===== src/rtl/tlp_bw_pkg.sv =====
package tlp_bw_pkg;

  typedef enum logic [1:0] {
    CLS_BW  = 2'd0,
    CLS_APP = 2'd1,
    CLS_TXN = 2'd2,
    CLS_LNK = 2'd3
  } evt_cls_e;

  // control word, LSB first: run, port_on, bdf_on, trig_on, trig_below,
  // thr_on, thr_below, len_sel[1:0], cls[1:0], trig_exp[3:0], thr_exp[3:0]
  typedef struct packed {
    logic [3:0] thr_exp;
    logic [3:0] trig_exp;
    logic [1:0] cls;
    logic [1:0] len_sel;
    logic       thr_below;
    logic       thr_on;
    logic       trig_below;
    logic       trig_on;
    logic       bdf_on;
    logic       port_on;
    logic       run;
  } ctrl_t;

  localparam int CTRL_W  = $bits(ctrl_t);
  localparam int CLR_BIT = 31;

  localparam logic [CTRL_W-1:0] CTRL_RST = CTRL_W'(32'h180);

  localparam logic [2:0] A_CTRL = 3'd0;
  localparam logic [2:0] A_FILT = 3'd1;
  localparam logic [2:0] A_CLO  = 3'd2;
  localparam logic [2:0] A_CHI  = 3'd3;
  localparam logic [2:0] A_STAT = 3'd4;

endpackage


===== src/rtl/tlp_bw_regs.sv =====
module tlp_bw_regs
  import tlp_bw_pkg::*;
#(
  parameter int NPORT = 16,
  parameter int CNT_W = 64
) (
  input  logic             clk,
  input  logic             rst_n,
  input  logic             cfg_we,
  input  logic [2:0]       cfg_addr,
  input  logic [31:0]      cfg_wdata,
  output logic [31:0]      cfg_rdata,
  output ctrl_t            ctrl,
  output logic [NPORT-1:0] port_map,
  output logic [15:0]      bdf_val,
  output logic             clr,
  input  logic [CNT_W-1:0] cnt,
  input  logic             ovf,
  input  logic             armed,
  input  logic             len_err,
  input  logic             cfg_err
);

  logic [63:0] cnt_wide;
  logic        unused_wbits;

  assign cnt_wide     = 64'(cnt);
  assign unused_wbits = ^cfg_wdata[CLR_BIT-1:CTRL_W];
  assign clr          = cfg_we && (cfg_addr == A_CTRL) && cfg_wdata[CLR_BIT];

  always_ff @(posedge clk) begin
    if (!rst_n) begin
      ctrl     <= ctrl_t'(CTRL_RST);
      port_map <= '0;
      bdf_val  <= '0;
    end else if (cfg_we) begin
      case (cfg_addr)
        A_CTRL: ctrl <= ctrl_t'(cfg_wdata[CTRL_W-1:0]);
        A_FILT: begin
          port_map <= cfg_wdata[NPORT-1:0];
          bdf_val  <= cfg_wdata[31:16];
        end
        default: ;
      endcase
    end
  end

  always_comb begin
    case (cfg_addr)
      A_CTRL:  cfg_rdata = 32'(ctrl);
      A_FILT:  cfg_rdata = {bdf_val, 16'(port_map)};
      A_CLO:   cfg_rdata = cnt_wide[31:0];
      A_CHI:   cfg_rdata = cnt_wide[63:32];
      A_STAT:  cfg_rdata = {28'd0, cfg_err, len_err, armed, ovf};
      default: cfg_rdata = '0;
    endcase
  end

endmodule


===== src/rtl/tlp_bw_filter.sv =====
module tlp_bw_filter
  import tlp_bw_pkg::*;
#(
  parameter int NPORT = 16,
  parameter int HDR_W = 3,
  parameter int PAY_W = 11,
  localparam int PORT_W = $clog2(NPORT),
  localparam int LEN_W  = ((HDR_W > PAY_W) ? HDR_W : PAY_W) + 1,
  localparam int CMP_W  = ((LEN_W > 16) ? LEN_W : 16) + 1
) (
  input  ctrl_t              ctrl,
  input  logic [NPORT-1:0]   port_map,
  input  logic [15:0]        bdf_val,
  input  logic               fire,
  input  logic [PORT_W-1:0]  t_port,
  input  logic [15:0]        t_bdf,
  input  logic [HDR_W-1:0]   t_hdr,
  input  logic [PAY_W-1:0]   t_pay,
  input  logic [1:0]         t_cls,
  input  logic               armed,
  output logic [LEN_W-1:0]   add_amt,
  output logic               cnt_ok,
  output logic               arm_hit,
  output logic               cfg_err,
  output logic               len_err
);

  logic [CMP_W-1:0] tlen, lim_trig, lim_thr;
  logic is_bw, one_port, tgt_ok, base, trig_hit, trig_gate, thr_pass;

  assign is_bw    = (ctrl.cls == CLS_BW);
  assign one_port = ($countones(port_map) == 1);

  // configuration legality depends only on register state
  always_comb begin
    cfg_err = 1'b0;
    if (ctrl.port_on && ctrl.bdf_on) cfg_err = 1'b1;
    if (ctrl.bdf_on && !is_bw) cfg_err = 1'b1;
    if (ctrl.port_on && (ctrl.cls == CLS_TXN || ctrl.cls == CLS_LNK) && !one_port)
      cfg_err = 1'b1;
  end

  assign len_err = (ctrl.len_sel == 2'b00);

  always_comb begin
    if (ctrl.port_on)     tgt_ok = port_map[t_port];
    else if (ctrl.bdf_on) tgt_ok = (t_bdf == bdf_val);
    else                  tgt_ok = 1'b1;
  end

  assign tlen     = CMP_W'(t_hdr) + CMP_W'(t_pay);
  assign lim_trig = CMP_W'(1) << ctrl.trig_exp;
  assign lim_thr  = CMP_W'(1) << ctrl.thr_exp;

  assign trig_hit  = ctrl.trig_below ? (tlen < lim_trig) : (tlen > lim_trig);
  assign trig_gate = !(ctrl.trig_on && is_bw) || armed || trig_hit;
  assign thr_pass  = !(ctrl.thr_on && is_bw) ||
                     (ctrl.thr_below ? (tlen < lim_thr) : (tlen >= lim_thr));

  assign base    = fire && ctrl.run && (t_cls == ctrl.cls) && tgt_ok && !cfg_err;
  assign arm_hit = base && ctrl.trig_on && is_bw && trig_hit;
  assign cnt_ok  = base && trig_gate && thr_pass && !len_err;

  always_comb begin
    case (ctrl.len_sel)
      2'b01:   add_amt = LEN_W'(t_pay);
      2'b10:   add_amt = LEN_W'(t_hdr);
      2'b11:   add_amt = LEN_W'(t_hdr) + LEN_W'(t_pay);
      default: add_amt = '0;
    endcase
  end

endmodule


===== src/rtl/tlp_bw_accum.sv =====
module tlp_bw_accum #(
  parameter int CNT_W = 64,
  parameter int ADD_W = 12
) (
  input  logic             clk,
  input  logic             rst_n,
  input  logic             clr,
  input  logic             cnt_ok,
  input  logic             arm_hit,
  input  logic [ADD_W-1:0] add_amt,
  output logic [CNT_W-1:0] cnt_q,
  output logic             ovf_q,
  output logic             armed_q
);

  logic [CNT_W:0] sum;

  assign sum = {1'b0, cnt_q} + (CNT_W + 1)'(add_amt);

  always_ff @(posedge clk) begin
    if (!rst_n || clr) begin
      cnt_q   <= '0;
      ovf_q   <= 1'b0;
      armed_q <= 1'b0;
    end else begin
      if (arm_hit) armed_q <= 1'b1;
      if (cnt_ok) begin
        if (sum[CNT_W]) begin
          cnt_q <= '1;
          ovf_q <= 1'b1;
        end else begin
          cnt_q <= sum[CNT_W-1:0];
        end
      end
    end
  end

endmodule


===== src/rtl/tlp_bw_counter.sv =====
module tlp_bw_counter
  import tlp_bw_pkg::*;
#(
  parameter int NPORT = 16,
  parameter int HDR_W = 3,
  parameter int PAY_W = 11,
  parameter int CNT_W = 64,
  localparam int PORT_W = $clog2(NPORT),
  localparam int LEN_W  = ((HDR_W > PAY_W) ? HDR_W : PAY_W) + 1
) (
  input  logic              clk,
  input  logic              rst_n,
  input  logic              in_valid,
  output logic              in_ready,
  input  logic [PORT_W-1:0] in_port,
  input  logic [15:0]       in_bdf,
  input  logic [HDR_W-1:0]  in_hdr_dw,
  input  logic [PAY_W-1:0]  in_pay_dw,
  input  logic [1:0]        in_cls,
  input  logic              cfg_we,
  input  logic [2:0]        cfg_addr,
  input  logic [31:0]       cfg_wdata,
  output logic [31:0]       cfg_rdata
);

  ctrl_t            ctrl;
  logic [NPORT-1:0] port_map;
  logic [15:0]      bdf_val;
  logic             clr, cnt_ok, arm_hit, cfg_err, len_err;
  logic [LEN_W-1:0] add_amt;
  logic [CNT_W-1:0] cnt_q;
  logic             ovf_q, armed_q, rdy_q;

  always_ff @(posedge clk) begin
    if (!rst_n) rdy_q <= 1'b0;
    else        rdy_q <= 1'b1;
  end
  assign in_ready = rdy_q;

  tlp_bw_regs #(.NPORT(NPORT), .CNT_W(CNT_W)) u_regs (
    .clk(clk), .rst_n(rst_n), .cfg_we(cfg_we), .cfg_addr(cfg_addr),
    .cfg_wdata(cfg_wdata), .cfg_rdata(cfg_rdata), .ctrl(ctrl),
    .port_map(port_map), .bdf_val(bdf_val), .clr(clr), .cnt(cnt_q),
    .ovf(ovf_q), .armed(armed_q), .len_err(len_err), .cfg_err(cfg_err)
  );

  tlp_bw_filter #(.NPORT(NPORT), .HDR_W(HDR_W), .PAY_W(PAY_W)) u_filt (
    .ctrl(ctrl), .port_map(port_map), .bdf_val(bdf_val),
    .fire(in_valid && in_ready), .t_port(in_port), .t_bdf(in_bdf),
    .t_hdr(in_hdr_dw), .t_pay(in_pay_dw), .t_cls(in_cls), .armed(armed_q),
    .add_amt(add_amt), .cnt_ok(cnt_ok), .arm_hit(arm_hit),
    .cfg_err(cfg_err), .len_err(len_err)
  );

  tlp_bw_accum #(.CNT_W(CNT_W), .ADD_W(LEN_W)) u_acc (
    .clk(clk), .rst_n(rst_n), .clr(clr), .cnt_ok(cnt_ok), .arm_hit(arm_hit),
    .add_amt(add_amt), .cnt_q(cnt_q), .ovf_q(ovf_q), .armed_q(armed_q)
  );

endmodule


===== config.mk =====
export PLATFORM = sky130hd
export DESIGN_NAME = tlp_bw_counter
export DESIGN_NICKNAME = d
export VERILOG_FILES = /design/src/rtl/tlp_bw_pkg.sv /design/src/rtl/tlp_bw_regs.sv /design/src/rtl/tlp_bw_filter.sv /design/src/rtl/tlp_bw_accum.sv /design/src/rtl/tlp_bw_counter.sv
export SDC_FILE = /design/constraint.sdc
export NUM_CORES = 1
export LEC_CHECK = 0
export BUFFER_PORTS_ARGS = -buffer_cell sky130_fd_sc_hd__buf_2
export CAP_MARGIN = 20
export CORE_MARGIN = 3
export CORE_UTILIZATION = 60
export CTS_CLUSTER_DIAMETER = 100
export CTS_CLUSTER_SIZE = 14
export DETAILED_ROUTE_END_ITERATION = 8
export GPL_ROUTABILITY_DRIVEN = 0
export PLACE_DENSITY_LB_ADDON = 0.12
export SLEW_MARGIN = 20
export SYNTH_ARGS = -nofsm -noshare
export SYNTH_HDL_FRONTEND = slang
export SYNTH_HIERARCHICAL = 1
export SYNTH_SLANG_ARGS = --single-unit

===== constraint.sdc =====
create_clock -name clk -period 12.1 [get_ports clk]
set_input_delay 2.42 -clock clk [delete_from_list [all_inputs] [get_ports clk]]
set_output_delay 2.42 -clock clk [all_outputs]
set_load 0.05 [all_outputs]

==> results of run 1 <==
==> synth_stat cells (15+ instances only) <==
cell and n:
nand2_1 161, dfxtp_1 118, xnor2_1 58, nor2_1 55
a21oi_1 52, ha_1 44, nand3_1 41, inv_1 38
a21boi_0 31, nor2b_1 31, clkbuf_1 24, xor2_1 24
mux2_2 23, a22oi_1 22, nand4_1 22, nor3_1 21
o21ai_1 20, a21boi_1 18, buf_2 17, and3_1 16
mux4_2 15, o21ai_0 15
==> cells in the final DEF (no fill, tap or decap), types with 10 or more instances in the layout <==
master     netlist  routed
a21boi_0        31      31
nand4_1         22      22
o221a_1         12      12
a21oi_1         52      52
o21ai_0         15      15
nor3_1          21      21
dfxtp_1        118     118
xor2_1          24      24
a22oi_1         22      22
and2_1          14      14
mux4_2          15      15
nor4_1          11      11
and3_1          16      16
inv_1           38      38
nand2_1        161     161
nor2b_1         31      31
o21ai_1         20      19
ha_1            44      44
nor2_1          55      55
fa_1            12      12
clkbuf_16        0      17
buf_2           17     107
nand3_1         41      41
a21boi_1        18      18
mux2_2          23      23
xnor2_1         58      58
a21o_1          10      10
==> final cells by class <==
type | count | area (µm²) | area share (%)
flip-flops and latches | 118 | 2362 | 23.84
repair buffers | 112 | 573.1 | 5.783
multi-input cells | 834 | 6032 | 60.87
clock buffers | 22 | 474.2 | 4.785
inverters | 38 | 142.6 | 1.439
well taps | 180 | 225.2 | 2.273
clock inverters | 8 | 100.1 | 1.010
==> power breakdown <==
group          switching (mW)  internal [mW]  leakage [nW]
Combinational          0.0716         0.0539          2.56
Clock                   0.177          0.316         0.282
Sequential            0.00708          0.393         0.953
==> routing by layer <==
layer	wire, µm	part of all wire (%)	track usage, %
met1	10790	42	41.69
met2	11990	47	51.56
met3	1883	7.4	5.686
met4	878	3.4	13.50
met5	0	0	0
==> flip-flops by register name (all words and copies together), names as in the netlist <==
name and count:
u_regs/ctrl 19, u_regs/port_map 16, u_acc/armed_q 1, u_acc/ovf_q 1
u_acc/cnt_q 64, in_ready 1, u_regs/bdf_val 16
==> kinds of logic (layout without fill, tap and decap cells) <==
kind of cell / after synthesis / count (layout) / share of synthesized area, %
mux: 45 / 45 / 8.316
xor+xnor: 82 / 82 / 8.159
flops: 118 / 118 / 26.84
simple gates: 419 / 419 / 24.29
buf+inv: 93 / 180 / 4.975
fa+ha+maj: 56 / 56 / 8.984
compound gates: 232 / 232 / 18.44
==> metrics by stage <==
step	std cells	hold WS [ns]	setup WS, ns	util (%)	area (µm²)
2_1_floorplan	1045	0.4260	5.290	-	8802
3_3_place_gp	1282	0.4544	4.662	66.20	9331
3_5_place_dp	1282	0.4674	4.372	66.20	9331
4_1_cts	1312	0.4810	4.780	70.27	9906
5_1_grt	1312	0.5049	4.154	70.30	9910
6_report	1312	0.4798	4.725	70.30	9910
==> path summary, 6_finish.rpt <==
kind / start / endpoint / slack (ns) / cells past startpoint
worst max-delay path: in_hdr_dw[0] / u_acc/cnt_q[47] / 4.72 / 21
worst min-delay path: u_acc/ovf_q / u_acc/ovf_q / 0.48 / 2
worst max register to register: u_regs/port_map[7] / u_acc/cnt_q[47] / 5.42 / 20
worst min register to register: u_acc/ovf_q / u_acc/ovf_q / 0.48 / 2
==> worst max-delay path: stages <==
cell and delay [ns]:
buf_2 0.09, ha_1 0.17, inv_1 0.06, fa_1 0.39
nor2b_1 0.17, o2111a_1 0.28, nand3_1 0.12, xnor2_1 0.23
ha_1 0.29, nand4_1 0.15, o22ai_1 0.09, a2111oi_0 0.41
o21ai_1 0.17, mux2_2 0.33, nor4b_4 0.21, buf_4 0.30
nand2_1 0.07, nor4_1 0.29, or2_1 0.26, nand3_1 0.77
a31oi_1 0.41
==> metrics.md, run 1 <==
| Metric | Value |
|---|---|
| Post-Synthesis Cells | `1045` |
| Yosys top cell by area | `dfxtp_1` |
| Yosys cell types | `77` |
| Routed vias | `8210` |
| Core Region | `14100 µm²` |
| Setup crit end kind | `register` |
| Starting Density | `62.44%` |
| Die Ht | `127.1 µm` |
| Sequential fraction of the synthesis area | `26.84%` |
| Hold_buf cts | `0` |
| Critical Path RT | `12.43 ns` |
| Antenna fix cells | `0` |
| Avg Cell Area, Syn | `8.423 µm²` |
| Total GRT Usage | `31.73%` |
| Top cell type's share of synthesized area | `26.84%` |
| Warnings from Yosys | `6` |
| TritonCTS buffer count | `17` |
| Measured slew at the worst slew-check pin | `1.090 ns` |
| Root buffer cell | `clkbuf_16` |
| DRC violations left | `0` |
| Worst-path clk slew | `0.05 ns` |
| Critical Path AT | `7.70 ns` |
| Post-layout min period | `7.375 ns` |
| Initial antenna violation count | `0` |
| Crit Path Class | `in2reg` |
| Worst skew pair latency | `0.41 ns` |
| Layout cell share with drive strength beyond 1 | `17.58%` |
| Die ar. | `16160 µm²` |
| Gr ovfl total | `0` |
| Detailed Place HPWL | `18.66 mm` |
| P&R area growth vs syn | `12.58%` |
| PwrDens | `102.8 nW/µm²` |
| Vias in the first global route | `7866` |
| Unrepaired setup endpoints after global routing | `false` |
| Setup TNS | `0 ns` |
| Fill count | `1161` |
| Number of DRC markers in iteration 0 | `794` |
| Startpoint Class | `primary input` |
| Clock skew | `0.009218 ns` |
| IO Port Bufs | `107` |
| Ys flop type | `dfxtp_1` |
| CTS tree | `done` |
| Num Clock Sinks | `118` |
| Status | `completed` |
| Final Cycle Share | `60.95%` |
| H-tree depth | `4` |
| Global-route wire length before repair | `40.89 mm` |
| IO Pins | `108` |
| Post-Synthesis Cell Area | `8802 µm²` |
| Slew margin rel. | `27.34%` |
| Synth top area cells | `dfxtp_1, nand2_1, ha_1` |
| Post_cts resized | `0` |
| Maximum fanout along the worst path | `24` |
| CTS Buffer Depth | `2` |
| Post-synth net total | `1176` |
| Maxcap violations | `0` |
| Share of flip-flops with an asynchronous set or reset | `0%` |
| Drt pass-1 iters | `7` |
| Largest net degree at the start of global routing | `55` |
| Fmax achieved | `135.6 MHz` |
| Min-delay worst type | `reg2reg` |
| Rows | `43` |
| WL final | `25.55 mm` |
| LEAKAGE | `3.795 nW` |
| Final Hold Violating Endpoints | `0` |
| Post-synthesis sequential element count | `118` |
| Largest vdd supply drop | `107.9 µV` |
| Power, Total | `1.019 mW` |
| Antenna Nets Post-Route | `0` |
| Setup violations, final | `0` |
| Post-synth EDFFs | `0` |
| Fin nets | `1252` |
| Post-CTS repair timing setup buffer count | `0` |
| Final slew viol count | `0` |
| Wirelength per Cell | `19.47 µm` |
| Vias/cell | `6.258` |
| Die W | `127.1 µm` |
(Power assumes the default switching activity.)
==> run 2: changes to the inputs <==
CORE_UTILIZATION = 54   (was 60)
clock period = 6.7 ns   (was 12.1 ns; I/O delays follow)
==> metrics.md, run 2 (same netlist as run 1, synthesis figures left out) <==
| Metric | Value |
|---|---|
| Setup crit end kind | `register (unchanged)` |
| Die ar. | `17870 µm² (was 16160 µm²)` |
| Vias in the first global route | `7503 (was 7866)` |
| Critical Path AT | `6.57 ns (was 7.70 ns)` |
| Die W | `133.7 µm (was 127.1 µm)` |
| Drt pass-1 iters | `5 (was 7)` |
| LEAKAGE | `3.814 nW (was 3.795 nW)` |
| Crit Path Class | `reg2reg (was in2reg)` |
| Layout cell share with drive strength beyond 1 | `17.94% (was 17.58%)` |
| Post-CTS repair timing setup buffer count | `0 (unchanged)` |
| Global-route wire length before repair | `40.07 mm (was 40.89 mm)` |
| Critical Path RT | `7.03 ns (was 12.43 ns)` |
| Maxcap violations | `0 (unchanged)` |
| Core Region | `15940 µm² (was 14100 µm²)` |
| H-tree depth | `4 (unchanged)` |
| WL final | `25.19 mm (was 25.55 mm)` |
| Fill count | `1463 (was 1161)` |
| TritonCTS buffer count | `17 (unchanged)` |
| Final Cycle Share | `93.16%` |
| Most frequent cells in the layout | `nand2_1, dfxtp_1, buf_2 (unchanged)` |
| Rows | `46 (was 43)` |
| Die Ht | `133.7 µm (was 127.1 µm)` |
| CTS Buffer Depth | `2 (unchanged)` |
| Wirelength per Cell | `18.62 µm (was 19.47 µm)` |
| Maximum fanout along the worst path | `11 (was 24)` |
| Commonest non-fill, non-tap cell in the layout | `nand2_1 (unchanged)` |
| Initial antenna violation count | `0 (unchanged)` |
| Worst path cell trace | `inv_1 -> fa_1 -> inv_1 -> fa_1 -> fa_1 -> inv_1 -> fa_1 -> inv_1 -> ha_1 -> fa_1 -> nor3b_1 -> a311oi_1 -> a2111o_1 -> nor4b_4 -> buf_4 -> nand3_1 -> nor2_1 -> and4_1 -> nand4b_2 -> or3_1 -> xor2_1 -> a21oi_1 (was buf_2 -> ha_1 -> inv_1 -> fa_1 -> nor2b_1 -> o2111a_1 -> nand3_1 -> xnor2_1 -> ha_1 -> nand4_1 -> o22ai_1 -> a2111oi_0 -> o21ai_1 -> mux2_2 -> nor4b_4 -> buf_4 -> nand2_1 -> nor4_1 -> or2_1 -> nand3_1 -> a31oi_1)` |
| Area of the multi-input gates | `6037 µm² (was 6032 µm²)` |
| Final slew viol count | `0 (unchanged)` |
| Final Hold Violating Endpoints | `0 (unchanged)` |
| Number of DRC markers in iteration 0 | `829 (was 794)` |
| Antenna fix cells | `0 (unchanged)` |
| Measured slew at the worst slew-check pin | `1.064 ns (was 1.090 ns)` |
| Gr ovfl total | `0 (unchanged)` |
| Post_cts resized | `0 (unchanged)` |
| Setup violations, final | `0 (unchanged)` |
| Root buffer cell | `clkbuf_16 (unchanged)` |
| Fmax achieved | `160.2 MHz` |
| Power, Total | `1.825 mW (was 1.019 mW)` |
| CP max stage cell | `fa_1 (was nand3_1)` |
| Clock skew | `0.01170 ns (was 0.009218 ns)` |
| Num Clock Sinks | `118 (unchanged)` |
| Hold_buf cts | `0 (unchanged)` |
| Worst skew pair latency | `0.41 ns (about the same)` |
| Starting Density | `55.21% (was 62.44%)` |
| Min-delay worst type | `reg2reg (unchanged)` |
| Post-layout min period | `6.242 ns` |
| Largest vdd supply drop | `165.3 µV (was 107.9 µV)` |
| Routed vias | `8014 (was 8210)` |
| Antenna Nets Post-Route | `0 (unchanged)` |
| Max incr delay on CP | `0.54 ns (was 0.77 ns)` |
| Total GRT Usage | `28.14% (was 31.73%)` |
| Startpoint Class | `register (was primary input)` |
| DRC violations left | `0 (unchanged)` |
| Sequential cell area | `2362 µm² (unchanged)` |
| Detailed Place HPWL | `18.61 mm (was 18.66 mm)` |
| Largest regs | `u_acc/cnt_q x64, u_regs/ctrl x19 (unchanged)` |
| Number of flip-flops in the largest register | `64 (unchanged)` |
| Status | `completed (unchanged)` |
| CP most frequent cell | `fa_1` |
| IO Pins | `108 (unchanged)` |
| P&R area growth vs syn | `13.46% (was 12.58%)` |
| PwrDens | `182.7 nW/µm² (was 102.8 nW/µm²)` |
| Largest Register | `u_acc/cnt_q (unchanged)` |
| IO Port Bufs | `107 (unchanged)` |
| Largest net degree at the start of global routing | `55 (unchanged)` |
| CTS tree | `done (unchanged)` |
| Fin nets | `1256 (was 1252)` |
| Slew margin rel. | `29.07% (was 27.34%)` |
| Worst-path clk slew | `0.06 ns (was 0.05 ns)` |
| Vias/cell | `5.923 (was 6.258)` |
| Unrepaired setup endpoints after global routing | `false (unchanged)` |
| Setup TNS | `0 ns (unchanged)` |
## run 2: changes by cell type in the layout (fill, tap and decap cells not counted)
| cell | before | now |
|---|---|---|
| nand2b_4 | 0 | 1 |
| nand2b_2 | 1 | 0 |
| bufinv_16 | 2 | 1 |
| clkbuf_8 | 3 | 5 |
| buf_4 | 5 | 9 |
## run 2: worst max-delay path: cells and delay by family (launching register included)
family                   cells  cell delay, ns
buffers and inverters        5            0.46
AO/OA/AOI/OAI                3            0.71
adder cells (fa/ha/maj)      6            2.64
AND/OR/NAND/NOR              7            1.85
flip-flops                   1            0.38
XOR/XNOR                     1            0.15
## run 2: power by group
group | leakage [nW] | switching, mW | internal [mW]
registers | 0.953 | 0.0113 | 0.709
logic | 2.58 | 0.128 | 0.0973
clock network | 0.282 | 0.322 | 0.556
total | 3.81 | 0.462 | 1.36
## run 2: worst paths after layout
path | start | end | slack, ns | cells past startpoint
worst max-delay path | u_regs/port_map[5] | u_acc/cnt_q[55] | 0.46 | 22
worst min-delay path | u_acc/ovf_q | u_acc/ovf_q | 0.46 | 2
worst max register to register | u_regs/port_map[5] | u_acc/cnt_q[55] | 0.46 | 22
worst min register to register | u_acc/ovf_q | u_acc/ovf_q | 0.46 | 2
## run 2: layout make-up
type	count	share of cell area [%]
clock inverter	7	0.7016
inverter	38	1.428
sequential	118	23.65
tap	216	2.706
multi-input combinational	834	60.45
timing repair buffer	116	6.039
clock buffer	24	5.024
## run 2: per-stage QoR
stage	worst slack [ns]	cells	instance area, µm²	utilization, %	hold WS, ns
after floorplan	0.9701	1045	8802	-	0.4260
after global placement	0.4744	1322	9407	59.00	0.4525
after detailed placement	0.3242	1322	9410	59.03	0.4523
after CTS	0.3996	1353	9982	62.61	0.4607
after global routing	0.09455	1353	9987	62.64	0.4858
final	0.4583	1353	9987	62.64	0.4566
## run 2: metal layers
metal,global-route usage [%],up-vias,routed length [µm]
met1,38.85,3762,11560
li1,-,3920,-
met4,10.91,0,845
met5,0,-,0
met2,44.24,285,11350
met3,4.758,47,1433
==> run 3: changes to the inputs <==
ABC_AREA = 1   (was default)
CORE_UTILIZATION = 55   (was 54)
==> metrics.md, run 3 <==
| Metric | Value |
|---|---|
| WL final | `35.50 mm (was 25.19 mm)` |
| Starting Density | `56.71% (was 55.21%)` |
| Fmax achieved | `164.9 MHz (was 160.2 MHz)` |
| Core Region | `18890 µm² (was 15940 µm²)` |
| Initial antenna violation count | `0 (unchanged)` |
| TritonCTS buffer count | `17 (unchanged)` |
| Rows | `50 (was 46)` |
| Fill count | `1884 (was 1463)` |
| Yosys top cell by area | `dfxtp_1 (unchanged)` |
| Power, Total | `1.983 mW (was 1.825 mW)` |
| Die Ht | `145.6 µm (was 133.7 µm)` |
| Avg Cell Area, Syn | `5.766 µm² (was 8.423 µm²)` |
| Clock skew | `0.01026 ns (was 0.01170 ns)` |
| P&R area growth vs syn | `10.76% (was 13.46%)` |
| Global-route wire length before repair | `56.52 mm (was 40.07 mm)` |
| Num Clock Sinks | `118 (unchanged)` |
| DRC violations left | `0 (unchanged)` |
| Drt pass-1 iters | `6 (was 5)` |
| Layout cell share with drive strength beyond 1 | `11.57% (was 17.94%)` |
| Synth top area cells | `dfxtp_1, nand2_1, inv_1 (was dfxtp_1, nand2_1, ha_1)` |
| IO Pins | `108 (unchanged)` |
| H-tree depth | `4 (unchanged)` |
| Post-Synthesis Cell Area | `10710 µm² (was 8802 µm²)` |
| Hold_buf cts | `0 (unchanged)` |
| Critical Path RT | `5.36 ns (was 7.03 ns)` |
| Critical R2R Capture | `u_acc/cnt_q[4] (was u_acc/cnt_q[55])` |
| Count leader, synth | `nand2_1 (unchanged)` |
| Unrepaired setup endpoints after global routing | `false (unchanged)` |
| Max incr delay on CP | `0.55 ns (was 0.54 ns)` |
| Yosys cell types | `46 (was 77)` |
| Largest vdd supply drop | `174.2 µV (was 165.3 µV)` |
| Vias/cell | `5.475 (was 5.923)` |
| Detailed Place HPWL | `27.11 mm (was 18.61 mm)` |
| CP Capture Point | `cfg_rdata[3] (was u_acc/cnt_q[55])` |
| Cell count along the critical path | `21 (was 22)` |
| Final slew viol count | `0 (unchanged)` |
| Die W | `145.6 µm (was 133.7 µm)` |
| Final Cycle Share | `90.54% (was 93.16%)` |
| Ys flop type | `dfxtp_1 (unchanged)` |
| Top Family by Delay on Critical Path | `adder cells (unchanged)` |
| Antenna Nets Post-Route | `0 (unchanged)` |
| Critical Path AT | `4.73 ns (was 6.57 ns)` |
| LEAKAGE | `6.209 nW (was 3.814 nW)` |
| Largest net degree at the start of global routing | `54 (was 55)` |
| Wirelength per Cell | `16.11 µm (was 18.62 µm)` |
| Number of DRC markers in iteration 0 | `1442 (was 829)` |
| Status | `completed (unchanged)` |
| Hold Crit Start | `u_acc/ovf_q (unchanged)` |
| Startpoint Class | `register (unchanged)` |
| Root buffer cell | `clkbuf_16 (unchanged)` |
| Post-synthesis sequential element count | `118 (unchanged)` |
| Total GRT Usage | `32.70% (was 28.14%)` |
| Setup violations, final | `0 (unchanged)` |
| Measured slew at the worst slew-check pin | `0.9710 ns (was 1.064 ns)` |
| Routed vias | `12067 (was 8014)` |
| IO Port Bufs | `107 (unchanged)` |
| Setup crit end kind | `output port (was register)` |
| Reg2Reg Depth | `26 (was 22)` |
| CTS tree | `done (unchanged)` |
| Worst skew pair latency | `0.43 ns (was 0.41 ns)` |
| Warnings from Yosys | `6 (unchanged)` |
| Number of flip-flops in the largest register | `64 (unchanged)` |
| Post-CTS repair timing setup buffer count | `0 (unchanged)` |
| Largest Register | `u_acc/cnt_q (unchanged)` |
| Post_cts resized | `0 (unchanged)` |
| CP max stage cell | `fa_1 (unchanged)` |
| Share of flip-flops with an asynchronous set or reset | `0% (unchanged)` |
| Gr ovfl total | `0 (unchanged)` |
| CTS Buffer Depth | `2 (unchanged)` |
| Setup TNS | `0 ns (unchanged)` |
| Commonest non-fill, non-tap cell in the layout | `nand2_1 (unchanged)` |
| Top cell type's share of synthesized area | `22.05% (was 26.84%)` |
| CP Launch Point | `u_regs/port_map[5] (unchanged)` |
| Maximum fanout along the worst path | `4 (was 11)` |
| Post-synth net total | `1989 (was 1176)` |
| Worst path cell trace | `inv_1 -> fa_1 -> inv_1 -> fa_1 -> fa_1 -> inv_1 -> fa_1 -> inv_1 -> ha_1 -> fa_1 -> nor2_1 -> o21ai_0 -> nor2_1 -> nand2_1 -> nand2_1 -> nand2_1 -> nand3_1 -> nand2_1 -> nor2_1 -> nand2_1 -> buf_2 (was inv_1 -> fa_1 -> inv_1 -> fa_1 -> fa_1 -> inv_1 -> fa_1 -> inv_1 -> ha_1 -> fa_1 -> nor3b_1 -> a311oi_1 -> a2111o_1 -> nor4b_4 -> buf_4 -> nand3_1 -> nor2_1 -> and4_1 -> nand4b_2 -> or3_1 -> xor2_1 -> a21oi_1)` |
| Most frequent cells after synthesis | `nand2_1, inv_1, nor2_1, nand3_1, dfxtp_1 (was nand2_1, dfxtp_1, xnor2_1, nor2_1, a21oi_1)` |
| Die ar. | `21190 µm² (was 17870 µm²)` |
| Crit Path Class | `reg2out (was reg2reg)` |
| Post-Synthesis Cells | `1858 (was 1045)` |
| Vias in the first global route | `10896 (was 7503)` |
| Slew margin rel. | `35.27% (was 29.07%)` |
| Most frequent cells in the layout | `nand2_1, inv_1, nor2_1 (was nand2_1, dfxtp_1, buf_2)` |
| Maxcap violations | `0 (unchanged)` |
| FF-to-FF Start | `u_regs/port_map[5] (unchanged)` |
| Final Hold Violating Endpoints | `0 (unchanged)` |
| CP bufs+invs | `5 (unchanged)` |
| Largest regs | `u_acc/cnt_q x64, u_regs/ctrl x19 (unchanged)` |
| Post-layout min period | `6.066 ns (was 6.242 ns)` |
| Fin nets | `2065 (was 1256)` |
| Antenna fix cells | `0 (unchanged)` |
| Min-delay worst type | `reg2reg (unchanged)` |
| Layout Utilization | `62.81% (was 62.64%)` |
| Worst-path clk slew | `0.05 ns (was 0.06 ns)` |
| Sequential fraction of the synthesis area | `22.05% (was 26.84%)` |
| FF-to-FF setup slack | `0.76 ns (was 0.46 ns)` |
| PwrDens | `167.1 nW/µm² (was 182.7 nW/µm²)` |
| Post-synth EDFFs | `0 (unchanged)` |
## run 3: changes by cell type in the layout (fill, tap and decap cells not counted), sizes merged, moves of 48 or more
cell,previous run,this run
a21boi,49,1
inv,38,352
nand2,161,527
nand3,42,172
nand4,23,74
nor2,55,310
xnor2,58,4
## run 3: cell families (layout without fill, tap and decap cells)
group / Yosys count / count (layout) / share of synthesized area, %
AOI/OAI and AO/OA: 112 / 112 / 5.781
xor gates and xnor gates: 28 / 28 / 2.359
adders and majority gates: 56 / 56 / 7.381
buffers and inverters: 410 / 496 / 15.79
DFF: 118 / 118 / 22.05
and+or+nand+nor: 1134 / 1134 / 46.64
## run 3: per-layer routing
layer / up-vias / global-route usage (%) / part of all wire [%]
met5: - / 0 / 0
met4: 0 / 11.40 / 3.2
met3: 105 / 6.042 / 10
li1: 5914 / - / -
met1: 5422 / 45.83 / 43
met2: 626 / 50.67 / 43
## run 3: worst register-to-register path, cell delays in order, from the launching register on
cell and delay, ns:
dfxtp_1 0.38, inv_1 0.09, fa_1 0.55, inv_1 0.05, fa_1 0.46, fa_1 0.51
inv_1 0.05, fa_1 0.48, inv_1 0.04, ha_1 0.20, fa_1 0.44, nor2_1 0.10
o21ai_0 0.09, nor2_1 0.09, nand2_1 0.06, nand2_1 0.07, nand2_1 0.06, nor2_1 0.09
nand3_1 0.13, nor2_1 0.11, nand2_1 0.09, nor2_4 0.43, buf_4 0.36, buf_4 0.28
nand2_1 0.28, o21ai_0 0.26, inv_1 0.06
## run 3: worst min-delay path by stage
stage / end / slack [ns] / depth (start not counted)
4_1_cts: u_acc/ovf_q / 0.48 / 2
3_3_place_gp: u_acc/ovf_q / 0.44 / 2
3_5_place_dp: u_acc/ovf_q / 0.46 / 2
2_1_floorplan: u_acc/ovf_q / 0.43 / 2
5_1_grt: u_acc/ovf_q / 0.51 / 2
6_report: u_acc/ovf_q / 0.49 / 2
## run 3: area by class of cell
cell class / instances / area [µm²] / share of cell area (%)
Sequential cell: 118 / 2362 / 19.91
Timing Repair Buffer: 114 / 588.1 / 4.956
Inverter: 353 / 1326 / 11.18
Clock inverter: 9 / 127.6 / 1.075
Clock buffer: 20 / 466.7 / 3.933
Multi-Input combinational cell: 1330 / 6670 / 56.21
Tap cell: 260 / 325.3 / 2.741
## run 3: where the power goes
part	switching (mW)	internal [mW]
Combinational	0.199	0.102
Clock	0.345	0.605
Sequential	0.0179	0.714
## run 3: metrics by stage
stage	setup WS (ns)	hold WS, ns	instances	area, µm²
after floorplan	1.418	0.4302	1858	10710
after global placement	1.079	0.4400	2175	11270
after detailed placement	0.8758	0.4638	2175	11270
after CTS	0.6649	0.4784	2204	11870
after global routing	0.4172	0.5098	2204	11870
final	0.6339	0.4880	2204	11870
